## src/rtl/scpu_pkg.sv

```systemverilog
// Shared definitions for the subcarrier phase unit.
// Assumes: the two-bit mode code is supplied by a register outside the block.
package scpu_pkg;

    // Function selected for the shared control pin
    typedef enum logic [1:0] {
        SCM_IDLE0       = 2'b00,
        SCM_PHASE_RESET = 2'b01,
        SCM_RETUNE      = 2'b10,
        SCM_IDLE3       = 2'b11
    } pin_mode_e;

endpackage

```

## src/rtl/scpu_rtc_rx.sv

```systemverilog
// Serial retune receiver.
// Detects a frame start (rising edge after IDLE_MIN low clocks). It then
// samples FRAME_BITS data bits, each two clocks long, on the second clock
// of each bit, LSB first. The first FREQ_BITS bits are kept; the rest are
// dropped. A one-cycle done pulse follows the last sample.
// Assumes: pin is synchronous to clk; enable low holds the receiver idle.
module scpu_rtc_rx #(
    parameter int unsigned FRAME_BITS = 67,
    parameter int unsigned FREQ_BITS  = 22,
    parameter int unsigned IDLE_MIN   = 4
) (
    input  logic                 clk,
    input  logic                 rst_n,
    input  logic                 enable,
    input  logic                 pin,
    output logic [FREQ_BITS-1:0] word_o,
    output logic                 done_o
);
    localparam int unsigned LAST_CYC = 2 * FRAME_BITS + 1;
    localparam int unsigned CW       = $clog2(LAST_CYC + 1);
    localparam int unsigned LW       = $clog2(IDLE_MIN + 1);

    logic                 busy_q;
    logic [CW-1:0]        cyc_q;
    logic [LW-1:0]        low_q;
    logic [FREQ_BITS-1:0] sr_q;
    logic                 done_q;
    logic [CW-1:0]        bit_idx;
    logic                 sample_now;

    // Index of the data bit whose second clock is the current cycle
    always_comb begin
        bit_idx    = (cyc_q - CW'(3)) >> 1;
        sample_now = busy_q && (cyc_q >= CW'(3)) && cyc_q[0];
    end

    // Idle-low counting, start detection, bit sampling and frame end
    always_ff @(posedge clk) begin
        if (!rst_n || !enable) begin
            busy_q <= 1'b0;
            cyc_q  <= '0;
            low_q  <= '0;
            sr_q   <= '0;
            done_q <= 1'b0;
        end else begin
            done_q <= 1'b0;
            if (!busy_q) begin
                if (pin) begin
                    low_q <= '0;
                    if (low_q >= LW'(IDLE_MIN)) begin
                        busy_q <= 1'b1;
                        cyc_q  <= CW'(1);
                    end
                end else if (low_q < LW'(IDLE_MIN)) begin
                    low_q <= low_q + LW'(1);
                end
            end else begin
                cyc_q <= cyc_q + CW'(1);
                if (sample_now && (bit_idx < CW'(FREQ_BITS))) begin
                    sr_q <= {pin, sr_q[FREQ_BITS-1:1]};
                end
                if (cyc_q == CW'(LAST_CYC)) begin
                    busy_q <= 1'b0;
                    cyc_q  <= '0;
                    low_q  <= '0;
                    done_q <= 1'b1;
                end
            end
        end
    end

    assign word_o = sr_q;
    assign done_o = done_q;

    AST_RX_CYC_BOUND: assert property (@(posedge clk) disable iff (!rst_n || !enable)
        busy_q |-> (cyc_q != '0) && (cyc_q <= CW'(LAST_CYC)));
    AST_RX_DONE_PULSE: assert property (@(posedge clk) disable iff (!rst_n || !enable)
        done_q |=> !done_q);
    AST_RX_SHORT_IDLE: assert property (@(posedge clk) disable iff (!rst_n || !enable)
        (!busy_q && pin && (low_q < LW'(IDLE_MIN))) |=> !busy_q);
endmodule

```

## src/rtl/scpu_reset_ctl.sv

```systemverilog
// Field-aligned phase reset requester.
// A rising edge on the pin while armed sets one pending request. The
// request is used, and cleared, at the next field start. An edge that
// coincides with the field start stays pending for the following field.
// Assumes: pin is synchronous to clk; disarming drops any pending request.
module scpu_reset_ctl (
    input  logic clk,
    input  logic rst_n,
    input  logic arm,
    input  logic pin,
    input  logic field_start,
    output logic load_o
);
    logic pin_q;
    logic pend_q;
    logic rise;

    // Rising-edge detect on the shared pin
    assign rise = pin && !pin_q;

    // Reload fires only when a request was already waiting at the boundary
    assign load_o = arm && field_start && pend_q;

    // Pin history and single-entry pending request
    always_ff @(posedge clk) begin
        if (!rst_n) begin
            pin_q  <= 1'b0;
            pend_q <= 1'b0;
        end else begin
            pin_q <= pin;
            if (!arm) begin
                pend_q <= 1'b0;
            end else if (rise) begin
                pend_q <= 1'b1;
            end else if (field_start) begin
                pend_q <= 1'b0;
            end
        end
    end

    AST_RST_EDGE_ARMS: assert property (@(posedge clk) disable iff (!rst_n)
        (arm && rise) |=> pend_q);
    AST_RST_ONE_SHOT: assert property (@(posedge clk) disable iff (!rst_n)
        (load_o && !rise) |=> !pend_q);
    AST_RST_HOLD: assert property (@(posedge clk) disable iff (!rst_n)
        (pend_q && arm && !field_start) |=> pend_q);
endmodule

```

## src/rtl/scpu_phase_acc.sv

```systemverilog
// Step selection and phase accumulator.
// Keeps a shadow of the last received serial word. In retune mode the
// shadow is moved into the step at the next line start. The accumulator
// adds the step every clock, or loads FIELD0_PHASE on a field reload.
// Assumes: rx_done and line_start are one-clock strobes.
module scpu_phase_acc #(
    parameter int unsigned ACC_W              = 32,
    parameter int unsigned FREQ_BITS          = 22,
    parameter logic [ACC_W-1:0] FIELD0_PHASE  = '0
) (
    input  logic                 clk,
    input  logic                 rst_n,
    input  logic                 rtc_sel,
    input  logic [ACC_W-1:0]     prog_step,
    input  logic [FREQ_BITS-1:0] rx_word,
    input  logic                 rx_done,
    input  logic                 line_start,
    input  logic                 load_f0,
    output logic [ACC_W-1:0]     phase_o,
    output logic                 f0_o
);
    localparam int unsigned PAD = ACC_W - FREQ_BITS;

    logic [FREQ_BITS-1:0] shadow_q;
    logic                 shv_q;
    logic [ACC_W-1:0]     rtc_step_q;
    logic [ACC_W-1:0]     shadow_wide;
    logic [ACC_W-1:0]     step;
    logic [ACC_W-1:0]     phase_q;
    logic                 f0_q;

    // Left-align the received word inside the accumulator step
    generate
        if (PAD > 0) begin : g_pad
            assign shadow_wide = {shadow_q, {PAD{1'b0}}};
        end else begin : g_nopad
            assign shadow_wide = shadow_q;
        end
    endgenerate

    // Step source: serial step in retune mode, programmed word otherwise
    assign step = rtc_sel ? rtc_step_q : prog_step;

    // Shadow capture and line-aligned step update
    always_ff @(posedge clk) begin
        if (!rst_n) begin
            shadow_q   <= '0;
            shv_q      <= 1'b0;
            rtc_step_q <= '0;
        end else if (!rtc_sel) begin
            shv_q <= 1'b0;
        end else begin
            if (line_start && shv_q) begin
                rtc_step_q <= shadow_wide;
            end
            if (rx_done) begin
                shadow_q <= rx_word;
                shv_q    <= 1'b1;
            end else if (line_start) begin
                shv_q <= 1'b0;
            end
        end
    end

    // Accumulate or reload, and flag the reload for one cycle
    always_ff @(posedge clk) begin
        if (!rst_n) begin
            phase_q <= '0;
            f0_q    <= 1'b0;
        end else begin
            phase_q <= load_f0 ? FIELD0_PHASE : phase_q + step;
            f0_q    <= load_f0;
        end
    end

    assign phase_o = phase_q;
    assign f0_o    = f0_q;

    AST_F0_PHASE: assert property (@(posedge clk) disable iff (!rst_n)
        f0_q |-> (phase_q == FIELD0_PHASE));
    AST_STEP_AT_LINE: assert property (@(posedge clk) disable iff (!rst_n)
        !line_start |=> $stable(rtc_step_q));
endmodule

```

## src/rtl/subcarrier_phase_unit.sv

```systemverilog
// Subcarrier phase unit top level.
// Decodes the pin mode and sends the shared pin to either the field
// reset requester or the serial retune receiver. Both feed the phase
// accumulator.
// Assumes: all inputs are synchronous to clk.
module subcarrier_phase_unit #(
    parameter int unsigned ACC_W             = 32,
    parameter int unsigned FREQ_BITS         = 22,
    parameter int unsigned FRAME_BITS        = 67,
    parameter int unsigned IDLE_MIN          = 4,
    parameter logic [ACC_W-1:0] FIELD0_PHASE = '0
) (
    input  logic             clk,
    input  logic             rst_n,
    input  logic             ctl_pin,
    input  logic [1:0]       pin_mode,
    input  logic [ACC_W-1:0] prog_freq,
    input  logic             line_start,
    input  logic             field_start,
    output logic [ACC_W-1:0] phase,
    output logic             field0
);
    import scpu_pkg::*;

    pin_mode_e            mode;
    logic                 arm_reset;
    logic                 rtc_on;
    logic                 load_f0;
    logic [FREQ_BITS-1:0] rx_word;
    logic                 rx_done;

    // Mode decode for the shared pin
    always_comb begin
        mode      = pin_mode_e'(pin_mode);
        arm_reset = (mode == SCM_PHASE_RESET);
        rtc_on    = (mode == SCM_RETUNE);
    end

    scpu_reset_ctl u_reset (
        .clk         (clk),
        .rst_n       (rst_n),
        .arm         (arm_reset),
        .pin         (ctl_pin),
        .field_start (field_start),
        .load_o      (load_f0)
    );

    scpu_rtc_rx #(
        .FRAME_BITS (FRAME_BITS),
        .FREQ_BITS  (FREQ_BITS),
        .IDLE_MIN   (IDLE_MIN)
    ) u_rx (
        .clk    (clk),
        .rst_n  (rst_n),
        .enable (rtc_on),
        .pin    (ctl_pin),
        .word_o (rx_word),
        .done_o (rx_done)
    );

    scpu_phase_acc #(
        .ACC_W        (ACC_W),
        .FREQ_BITS    (FREQ_BITS),
        .FIELD0_PHASE (FIELD0_PHASE)
    ) u_acc (
        .clk        (clk),
        .rst_n      (rst_n),
        .rtc_sel    (rtc_on),
        .prog_step  (prog_freq),
        .rx_word    (rx_word),
        .rx_done    (rx_done),
        .line_start (line_start),
        .load_f0    (load_f0),
        .phase_o    (phase),
        .f0_o       (field0)
    );

    AST_IDLE_NO_FLAG: assert property (@(posedge clk) disable iff (!rst_n)
        (!arm_reset) |=> !field0);
endmodule

```

## config.mk

```make
export PLATFORM = sky130hd
export DESIGN_NAME = subcarrier_phase_unit
export DESIGN_NICKNAME = d
export VERILOG_FILES = /design/src/rtl/scpu_pkg.sv /design/src/rtl/scpu_rtc_rx.sv /design/src/rtl/scpu_reset_ctl.sv /design/src/rtl/scpu_phase_acc.sv /design/src/rtl/subcarrier_phase_unit.sv
export SDC_FILE = /design/constraint.sdc
export NUM_CORES = 1
export LEC_CHECK = 0
export BUFFER_PORTS_ARGS = -buffer_cell sky130_fd_sc_hd__buf_2
export CAP_MARGIN = 30
export CORE_MARGIN = 2
export CORE_UTILIZATION = 60
export DETAILED_ROUTE_END_ITERATION = 12
export PLACE_DENSITY = 0.91
export SETUP_SLACK_MARGIN = 0.02
export SLEW_MARGIN = 20
export SYNTH_ARGS = -nofsm -noshare
export SYNTH_HDL_FRONTEND = slang
export SYNTH_HIERARCHICAL = 1
export SYNTH_SLANG_ARGS = --single-unit
export TNS_END_PERCENT = 10
```

## constraint.sdc

```tcl
create_clock -name clk -period 10 [get_ports clk]
set_input_delay 1 -clock clk [delete_from_list [all_inputs] [get_ports clk]]
set_output_delay 1 -clock clk [all_outputs]
set_load 0.01 [all_outputs]
```

* Word level (Yosys, flattened, before mapping) *
Index checks and enable logic that the tools add are counted.

word-level totals
  word-level logic and storage cells = 69
  bits in registers = 115
  output and inout bits = 33
  input port bits = 39

operators by class
  $add $sub $neg = 4
  $lt $le $gt $ge = 4
  reductions and logical operators = 25
  mux-type cells = 18
  bitwise logic cells = 2
  eq/ne operators = 4

operators with widths
  kind                                                               count
  adder 32 bit                                                       1
  2-to-1 mux 32 bit                                                  1
  2-to-1 mux 8 bit                                                   4
  AND reduction 2 bit                                                7
  2-to-1 mux 3 bit                                                   4
  2-to-1 mux 1 bit                                                   9
  adder 8 x 1 -> 8 bit, second input constant                        1
  equality test 8 bit, second input constant                         1
  greater-or-equal comparator 8 x 2 -> 1 bit, second input constant  1
  nonzero test 2 bit                                                 4
  subtractor 8 x 2 -> 8 bit, second input constant                   1
  logical AND 1 bit                                                  7
  less-than comparator 7 x 5 -> 1 bit, second input constant         1
  OR reduction 2 bit                                                 2
  adder 3 x 1 -> 3 bit, second input constant                        1
  greater-or-equal comparator 3 bit, second input constant           1
  zero test 1 bit                                                    3
  less-than comparator 3 bit, second input constant                  1
  nonzero test 3 bit                                                 1
  equality test 2 x 1 -> 1 bit, second input constant                1
  equality test 2 bit, second input constant                         1
  inequality test 2 bit, second input constant                       1
  inverter 1 bit                                                     2
  logical OR 1 bit                                                   1

* Longest topological paths before layout *
Gate-level depths: netlist of run 1.

  depth after elaboration = 5
  gate-level depth with buffers = 12
  depth with buffers taken out = 10

* Cells and area by module *
Netlist of run 1, hierarchy kept.

by module, submodules not included
  module                 area each (um^2)  cells an instance  times used  sequential area each (um^2)
  scpu_phase_acc         4,732.0           583                1           1,561.5
  scpu_rtc_rx            1,537.7           160                1           700.7
  scpu_reset_ctl         85.1              8                  1           40.0
  subcarrier_phase_unit  15.0              2                  1           0.0

* Worst setup path after synthesis of run 1 *
OpenSTA, ideal clock, no wires.

  kind = input port to flip-flop
  from = in pin_mode[0]
  to = reg u_acc.phase_q[30], in the netlist u_acc/phase_o[30]
  buffers on the path = 3
  setup time = 0.115 ns
  slack = 5.945 ns
  arrival time = 3.940 ns
  data required time = 9.885 ns
  stages on the path = 12
  cells stage by stage = and2b_2 clkbuf_1 clkbuf_1 mux2_2 ha_1 buf_6 a21oi_4 o21ai_2 o211a_1 o31a_1 or4_1 and3_1

between the ends
  word-level cells in the longest chain between the ends = 4
  elaborated cells on any way between the ends = 7
  those cells by class = add/sub: 1; eq/ne: 2; mux: 1; reduce/logical: 3

RTL lines
  element                                                               RTL line                     text
  from (decl)                                                           subcarrier_phase_unit.sv:16  input logic [1:0] pin_mode,
  parallel branches: the longest is 4 deep, another holds adder 32 bit  -
  to (signal assigned)                                                  scpu_phase_acc.sv:71         phase_q <= load_f0 ? FIELD0_PHASE : phase_q + step;
  to (decl)                                                             scpu_phase_acc.sv:29         logic [ACC_W-1:0] phase_q;

Several ways; the timed one is not identified.
A chain may end at the register's enable or synchronous reset.

* Final worst setup path of run 1 *
  from = in pin_mode[0]
  to = reg u_acc.phase_q[30], in the netlist u_acc/phase_o[30]

between the ends
  elaborated cells on any way between the ends = 7
  those cells by class = add/sub: 1; eq/ne: 2; mux: 1; reduce/logical: 3

RTL lines
  element              RTL line                     text
  equality test 2 bit  subcarrier_phase_unit.sv:36  rtc_on = (mode == SCM_RETUNE);
  named net rtc_on     subcarrier_phase_unit.sv:27  logic rtc_on;
  2-to-1 mux 32 bit    scpu_phase_acc.sv:42         assign step = rtc_sel ? rtc_step_q : prog_step;
  adder 32 bit         scpu_phase_acc.sv:71

The timed path passes the listed nets, and every way through them passes these cells.

==> impl_metrics.csv, run 1 <==
group,metric,value,unit
timing,finalCritPeriodShare,38.63,%
critical_path,critPathMaxFanout,39,
timing,fin_setup_tns,0,ps
drt,via_per_inst,5.962,
placed_design,io_buffers,71,
floorplanning,fp.coreArea,10320,µm²
clocking,ctsRootBufferMaster,"clkbuf_8",
yosys,synthesis.area,6370,µm²
clocking,clk_pin_slew,60,ps
timing,finalHoldViolations,0,
global_routing,grt_pass1_wl,25320,µm
worst_hold_path,min_path_type,"register to register",
drt,ant_nets,0,
critical_path,critPathLaunchType,"input pin",
drt,wl_per_cell,16.33,µm
timing,holdWs,463.5,ps
yosys,synth_edf_count,0,
placed_design,gp_congestion,0.9461,
yosys,syn_avg_cell_area,8.459,µm²
floorplanning,dieArea,11460,µm²
yosys,synthTopCellsByArea,"dfxtp_1 (36%), nand2_1 (9.1%), ha_1 (6.5%), a21boi_0 (5.3%), mux2i_1 (4.7%)",
drt,drt_iter0_markers,431,
global_routing,grt_max_degree,53,
finish,drive_above_1_share,17.84,%
critical_path,end_kind,"register",
finish,nFillCells,711,
critical_path,critPathRequiredTime,10410,ps
finish,final_core_utilization,70.36,%
clocking,cts_tree,"done",
power,leakagePower,0.003045,µW
yosys,yosysSeqAreaShare,36.14,%
clocking,clock_sinks,115,
drt,vias,5658,
yosys,async_reset_ff_share,0,%
timing,fmax,258.9,MHz
yosys,yosysMostFrequentCell,"nand2_1",
global_routing,overflow,0,
clocking,cts_buffers,17,
critical_path,path_class,"input pin to register",
timing,slew_headroom,43.79,%
finish,nets,873,
timing,final_max_slew_viol_count,0,
timing,setup_viol,0,
job,drv_cap,0,
yosys,synthFlopType,"dfxtp_1",
power,peakVddDrop,0.1458,mV
global_routing,grt_use_total,27.39,%
global_routing,grt_pass1_vias,5592,
global_routing,antenna_found_initial,0,
timing,finalClockSkew,7.946,ps
critical_path,cp_data_arrival_time,4270,ps
clocking,htreeDepth,4,
clocking,hold_buffers,0,
yosys,syn_inst,753,
floorplanning,io_pins,72,
clocking,clock_latency,520,ps
yosys,synth_top_area_cell,"dfxtp_1",
yosys,synth_nets,826,
drt,drt-total-wl,15500,µm
finish,synthToLayoutAreaGrowth,14.02,%
floorplanning,initial_core_util,61.70,%
clocking,cts_setup_buffers,0,
timing,min_period,3863,ps
drt,drt-pass1-iter-count,6,
yosys,synthTopCellsByCount,"nand2_1 (154), dfxtp_1 (115), a21oi_1 (47)",
yosys,yosysWarnings,6,
yosys,synth_seq_cells,115,
clocking,clk_path_buf_depth,2,
floorplanning,num_rows,37,
drt,drc,0,
timing,tightestPinTransition,840.8,ps
finish,num_antenna_cells,0,
timing,rsz0062_at_grt,"false",
status,status,"completed",
floorplanning,die_h,107.0,µm
yosys,yosysTopAreaCellShare,36.14,%
power,powerDensity,230.2,nW/µm²
yosys,ys_types,71,
clocking,cts-resized-gates,0,
placed_design,place_hpwl,10690,µm
floorplanning,die_w,107.0,µm
[final cells by class]
cell class,count,area [µm²],share of cell area (%)
flip-flops and latches,115,2302,31.70
clock inverters,13,147.6,2.033
well taps,136,170.2,2.343
inverters,6,22.52,0.3101
clock buffers,19,441.7,6.081
multi-input cells,586,3794,52.23
repair buffers,74,385.4,5.306
[per-layer routing]
metal	vias to the layer above	wire (µm)	global-route usage, %
met2	176	7700	49.46
met5	-	0	0
li1	2783	-	-
met4	0	478	13.27
met3	49	670	4.620
met1	2650	6646	31.05
[path summary, 6_finish.rpt]
path              slack (ps)                   end  cells past startpoint            startpoint
hold reg to reg          460  u_acc/rtc_step_q[16]                      2     u_acc/shadow_q[6]
setup / recovery        6140     u_acc/phase_o[30]                     10           pin_mode[0]
setup reg to reg        7340     u_acc/phase_o[30]                      8  u_acc/rtc_step_q[13]
hold / removal           460  u_acc/rtc_step_q[16]                      2     u_acc/shadow_q[6]
[registers in the layout, summed over array words and instances, names as in the netlist]
signal	count
u_acc/phase_o	32
u_acc/rtc_step_q	22
u_acc/shadow_q	22
u_rx/word_o	22
u_rx/cyc_q	8
u_rx/low_q	3
u_acc/f0_o	1
u_acc/shv_q	1
u_reset/pend_q	1
u_reset/pin_q	1
u_rx/busy_q	1
u_rx/done_o	1
[cells in the final DEF, fill, tap and decap left out, types with 3 or more instances in the layout]
cell | Yosys | layout
a211oi_1 | 5 | 5
a21boi_0 | 45 | 45
a21o_1 | 8 | 8
a21oi_1 | 47 | 47
a22oi_1 | 3 | 3
a31oi_1 | 4 | 4
and2_1 | 8 | 9
and3_1 | 9 | 9
and4_1 | 3 | 3
buf_2 | 7 | 71
clkbuf_16 | 0 | 16
clkbuf_8 | 0 | 3
clkinvlp_4 | 0 | 4
dfxtp_1 | 115 | 115
ha_1 | 33 | 33
inv_1 | 6 | 6
inv_6 | 0 | 4
mux2_2 | 22 | 22
mux2i_1 | 30 | 30
nand2_1 | 154 | 154
nand2b_1 | 10 | 10
nand3_1 | 15 | 15
nand4_1 | 9 | 9
nor2_1 | 38 | 38
nor2b_1 | 16 | 16
nor3_1 | 14 | 14
nor3b_1 | 3 | 3
nor4_1 | 5 | 5
o211ai_1 | 4 | 4
o21a_1 | 7 | 7
o21ai_0 | 22 | 22
o21bai_1 | 4 | 4
o31a_1 | 3 | 3
or3_1 | 5 | 5
or4_1 | 3 | 3
xnor2_1 | 7 | 7
xor2_1 | 6 | 6
[critical path, cell delays in order]
cell and delay [ps]:
buf_2 100, and2b_2 750, mux2_2 420, ha_1 410, nand4_1 300, nor2_1 80
o211a_1 250, o31a_1 340, or4_1 410, and3_1 180
[power by group]
| group | leakage (µW) | total [µW] | internal, µW | switching (µW) |
|---|---|---|---|---|
| clock | 0.000278 | 601 | 371 | 230 |
| combinational | 0.00183 | 530 | 210 | 320 |
| sequential | 0.000935 | 541 | 507 | 34.6 |
[cells by family (layout without fill, tap and decap cells)]
kind of cell    after synthesis  after routing  share of synthesized area, %
flops                       115            115                         36.14
buf+inv                      52            112                         4.302
simple gates                304            304                         22.51
compound gates              183            183                         19.86
xor+xnor                     13             13                         1.787
fa+ha+maj                    34             34                         6.796
mux                          52             52                         8.603
[through the flow]
step / cell area (µm²) / total power [µW] / setup slack (ps) / std cells
after global placement: 6659 / 1050 / 5738 / 916
after floorplan: 6370 / 933.1 / 5945 / 753
after global routing: 7263 / 1745 / 6013 / 949
after CTS: 7263 / 1662 / 6181 / 949
after detailed placement: 6674 / 1059 / 5685 / 917
final: 7263 / 1672 / 6137 / 949
No activity file was read; power rests on OpenSTA's default activity.
==> inputs of run 2 (changes only) <==
CORE_UTILIZATION = 59   (was 60)
PLACE_DENSITY = 0.89   (was 0.91)
clock period = 3.8 ns   (was 10 ns; I/O delays follow)
==> run 2 against run 1 <==
  * Power rose to 2.7 times the previous value
  * Critical path depth did not move
  * Cell count rose by 0.21%
  * Sequential cell count did not move
  * Non-clock buffer count rose by 2
  * Global-route usage rose by 0.15 points
  * Sequential power rose to 2.6 times the previous value
  * Utilization fell by 0.28 points
  * Via count rose by 0.35%
  * Clock skew barely moved
==> impl_metrics.csv, run 2 (same netlist as run 1, synthesis figures left out) <==
group,metric,value,unit
status,status,"completed",
critical_path,critPathMaxFanout,28,
finish,nets,875,
clocking,clock_sinks,115,
clocking,clock_latency,520,ps
timing,finalCritPeriodShare,76.76,%
power,p_int,2951,µW
global_routing,grtUsageMet3,5.206,%
floorplanning,fp.coreArea,10420,µm²
timing,setup_viol,0,
placed_design,io_buffers,71,
power,leakagePower,0.003065,µW
finish,synthToLayoutAreaGrowth,14.59,%
timing,holdWs,133.5,ps
power,power.share.switching,33.65,%
critical_path,crit_buf_inv,2,
global_routing,antenna_found_initial,0,
global_routing,grt_pass1_vias,5528,
placed_design,gp_congestion,0.9051,
clocking,clk_path_buf_depth,2,
power,p_clk_share,36.3,%
clocking,cts_tree,"done",
drt,drc,0,
timing,timing.final.ws_setup,883.3,ps
global_routing,overflow,0,
timing,min_period,2917,ps
critical_path,cpPeakStageDelay,470,ps
clocking,ctsRootBufferMaster,"clkbuf_8",
critical_path,worstPathCellList,"buf_2, and2b_2, buf_12, mux2_2, ha_1, a21oi_1, o21ai_0, a221o_1, or4_1, and3_1",
finish,num_antenna_cells,0,
worst_hold_path,min_path_cells,4,
finish,nFillCells,803,
timing,rsz0062_at_grt,"false",
clocking,clk_pin_slew,50,ps
global_routing,grt.busiest_layer,"met2",
timing,finalClockSkew,7.558,ps
timing,slew_headroom,44.58,%
critical_path,cp_slowest_cell,"or4_1",
floorplanning,num_rows,37,
worst_hold_path,worstHoldStart,"pin_mode[1]",
placed_design,dpl_worst_slack,415.3,ps
power,netSwitchingPower,1497,µW
job,drv_cap,0,
critical_path,end_kind,"register",
power,p_comb_share,31.7,%
global_routing,grt_max_degree,53,
timing,fmax,342.8,MHz
clocking,cts_setup_buffers,0,
timing,fin_setup_tns,0,ps
clocking,hold_buffers,0,
critical_path,r2r-start,"u_acc/rtc_step_q[13]",
finish,final_common_cell,"nand2_1",
power,powerDensity,609.3,nW/µm²
worst_hold_path,min_path_type,"input pin to register",
power,total_power,4448,µW
clocking,cts_buffers,17,
global_routing,use_met2,50.85,%
clocking,htreeDepth,4,
floorplanning,dieArea,11640,µm²
floorplanning,die_h,107.9,µm
finish,drive_above_1_share,17.79,%
drt,wl_per_cell,16.34,µm
finish,seq_area,2302,µm²
worst_hold_path,holdPathEnd,"u_reset/pend_q",
critical_path,r2r_setup_slack,1190,ps
placed_design,place_hpwl,11100,µm
global_routing,grt_pass1_wl,25370,µm
floorplanning,io_pins,72,
clocking,cts-resized-gates,0,
finish,layout_common_cells,"nand2_1 (154), dfxtp_1 (115), buf_2 (71)",
critical_path,reg2reg_to,"u_acc/phase_o[30]",
floorplanning,initial_core_util,61.15,%
drt,vias,5678,
drt,drt-pass1-iter-count,8,
critical_path,path_depth,10,
drt,drt_iter0_markers,260,
timing,tightestPinTransition,831.3,ps
power,pwr-share-seq,31.9,%
critical_path,reg2reg_depth,8,
critical_path,critPathLaunchType,"input pin",
timing,final_max_slew_viol_count,0,
drt,via_per_inst,5.971,
floorplanning,die_w,107.9,µm
critical_path,cpLargestDelayFamily,"simple AND/OR/NAND/NOR gates",
finish,multiInputGateArea,3794,µm²
finish,largest_reg_flops,32,
critical_path,cp_data_arrival_time,3320,ps
global_routing,grt_use_met1,31.05,%
critical_path,critPathLaunch,"pin_mode[0]",
critical_path,critPathRequiredTime,4200,ps
finish,final_core_utilization,70.08,%
power,peakVddDrop,0.2791,mV
global_routing,grt_use_total,27.54,%
timing,finalHoldViolations,0,
drt,ant_nets,0,
critical_path,path_class,"input pin to register",
drt,drt-total-wl,15540,µm
==> run 2: layer usage <==
| layer | vias to the layer above | routed length [µm] | part of all wire [%] |
|---|---|---|---|
| li1 | 2785 | - | - |
| met1 | 2657 | 6429 | 41 |
| met2 | 185 | 8000 | 51 |
| met3 | 51 | 714 | 4.6 |
| met4 | 0 | 399 | 2.6 |
| met5 | - | 0 | 0 |
==> run 2: area by class of cell <==
cell class,count,share of cell area [%]
Clock buffer,19,5.776
Clock inverter,13,2.520
Inverter,6,0.3085
Multi-Input combinational cell,586,51.97
Sequential cell,115,31.54
Tap cell,136,2.331
Timing Repair Buffer,76,5.554
==> run 2: how the worst max path moves through the flow <==
stage / to / slack [ps]
floorplan: u_acc/phase_o[30] / 360
global placement: u_acc/phase_o[30] / 480
detailed placement: u_acc/phase_o[30] / 420
CTS: u_acc/phase_o[30] / 940
global route: u_acc/phase_o[28] / 730
finish: u_acc/phase_o[30] / 880
==> run 2: power by group through the flow <==
stage | Combinational [µW] | Clock [µW] | Sequential (µW)
floorplan | 973 | 0 | 1480
global placement | 1330 | 0 | 1440
detailed placement | 1350 | 0 | 1450
CTS | 1380 | 1640 | 1420
global route | 1540 | 1700 | 1430
finish | 1410 | 1620 | 1420
==> run 2: worst min-delay path: stages <==
cell	delay (ps)
buf_2	90
nor2b_1	40
nand2_1	60
a21oi_2	30
==> run 2: metrics by stage <==
step                      instance area (µm²)  instances
after floorplan                          6370        753
after global placement                   6686        918
after detailed placement                 6686        918
after CTS                                7292        950
after global routing                     7300        951
final                                    7300        951
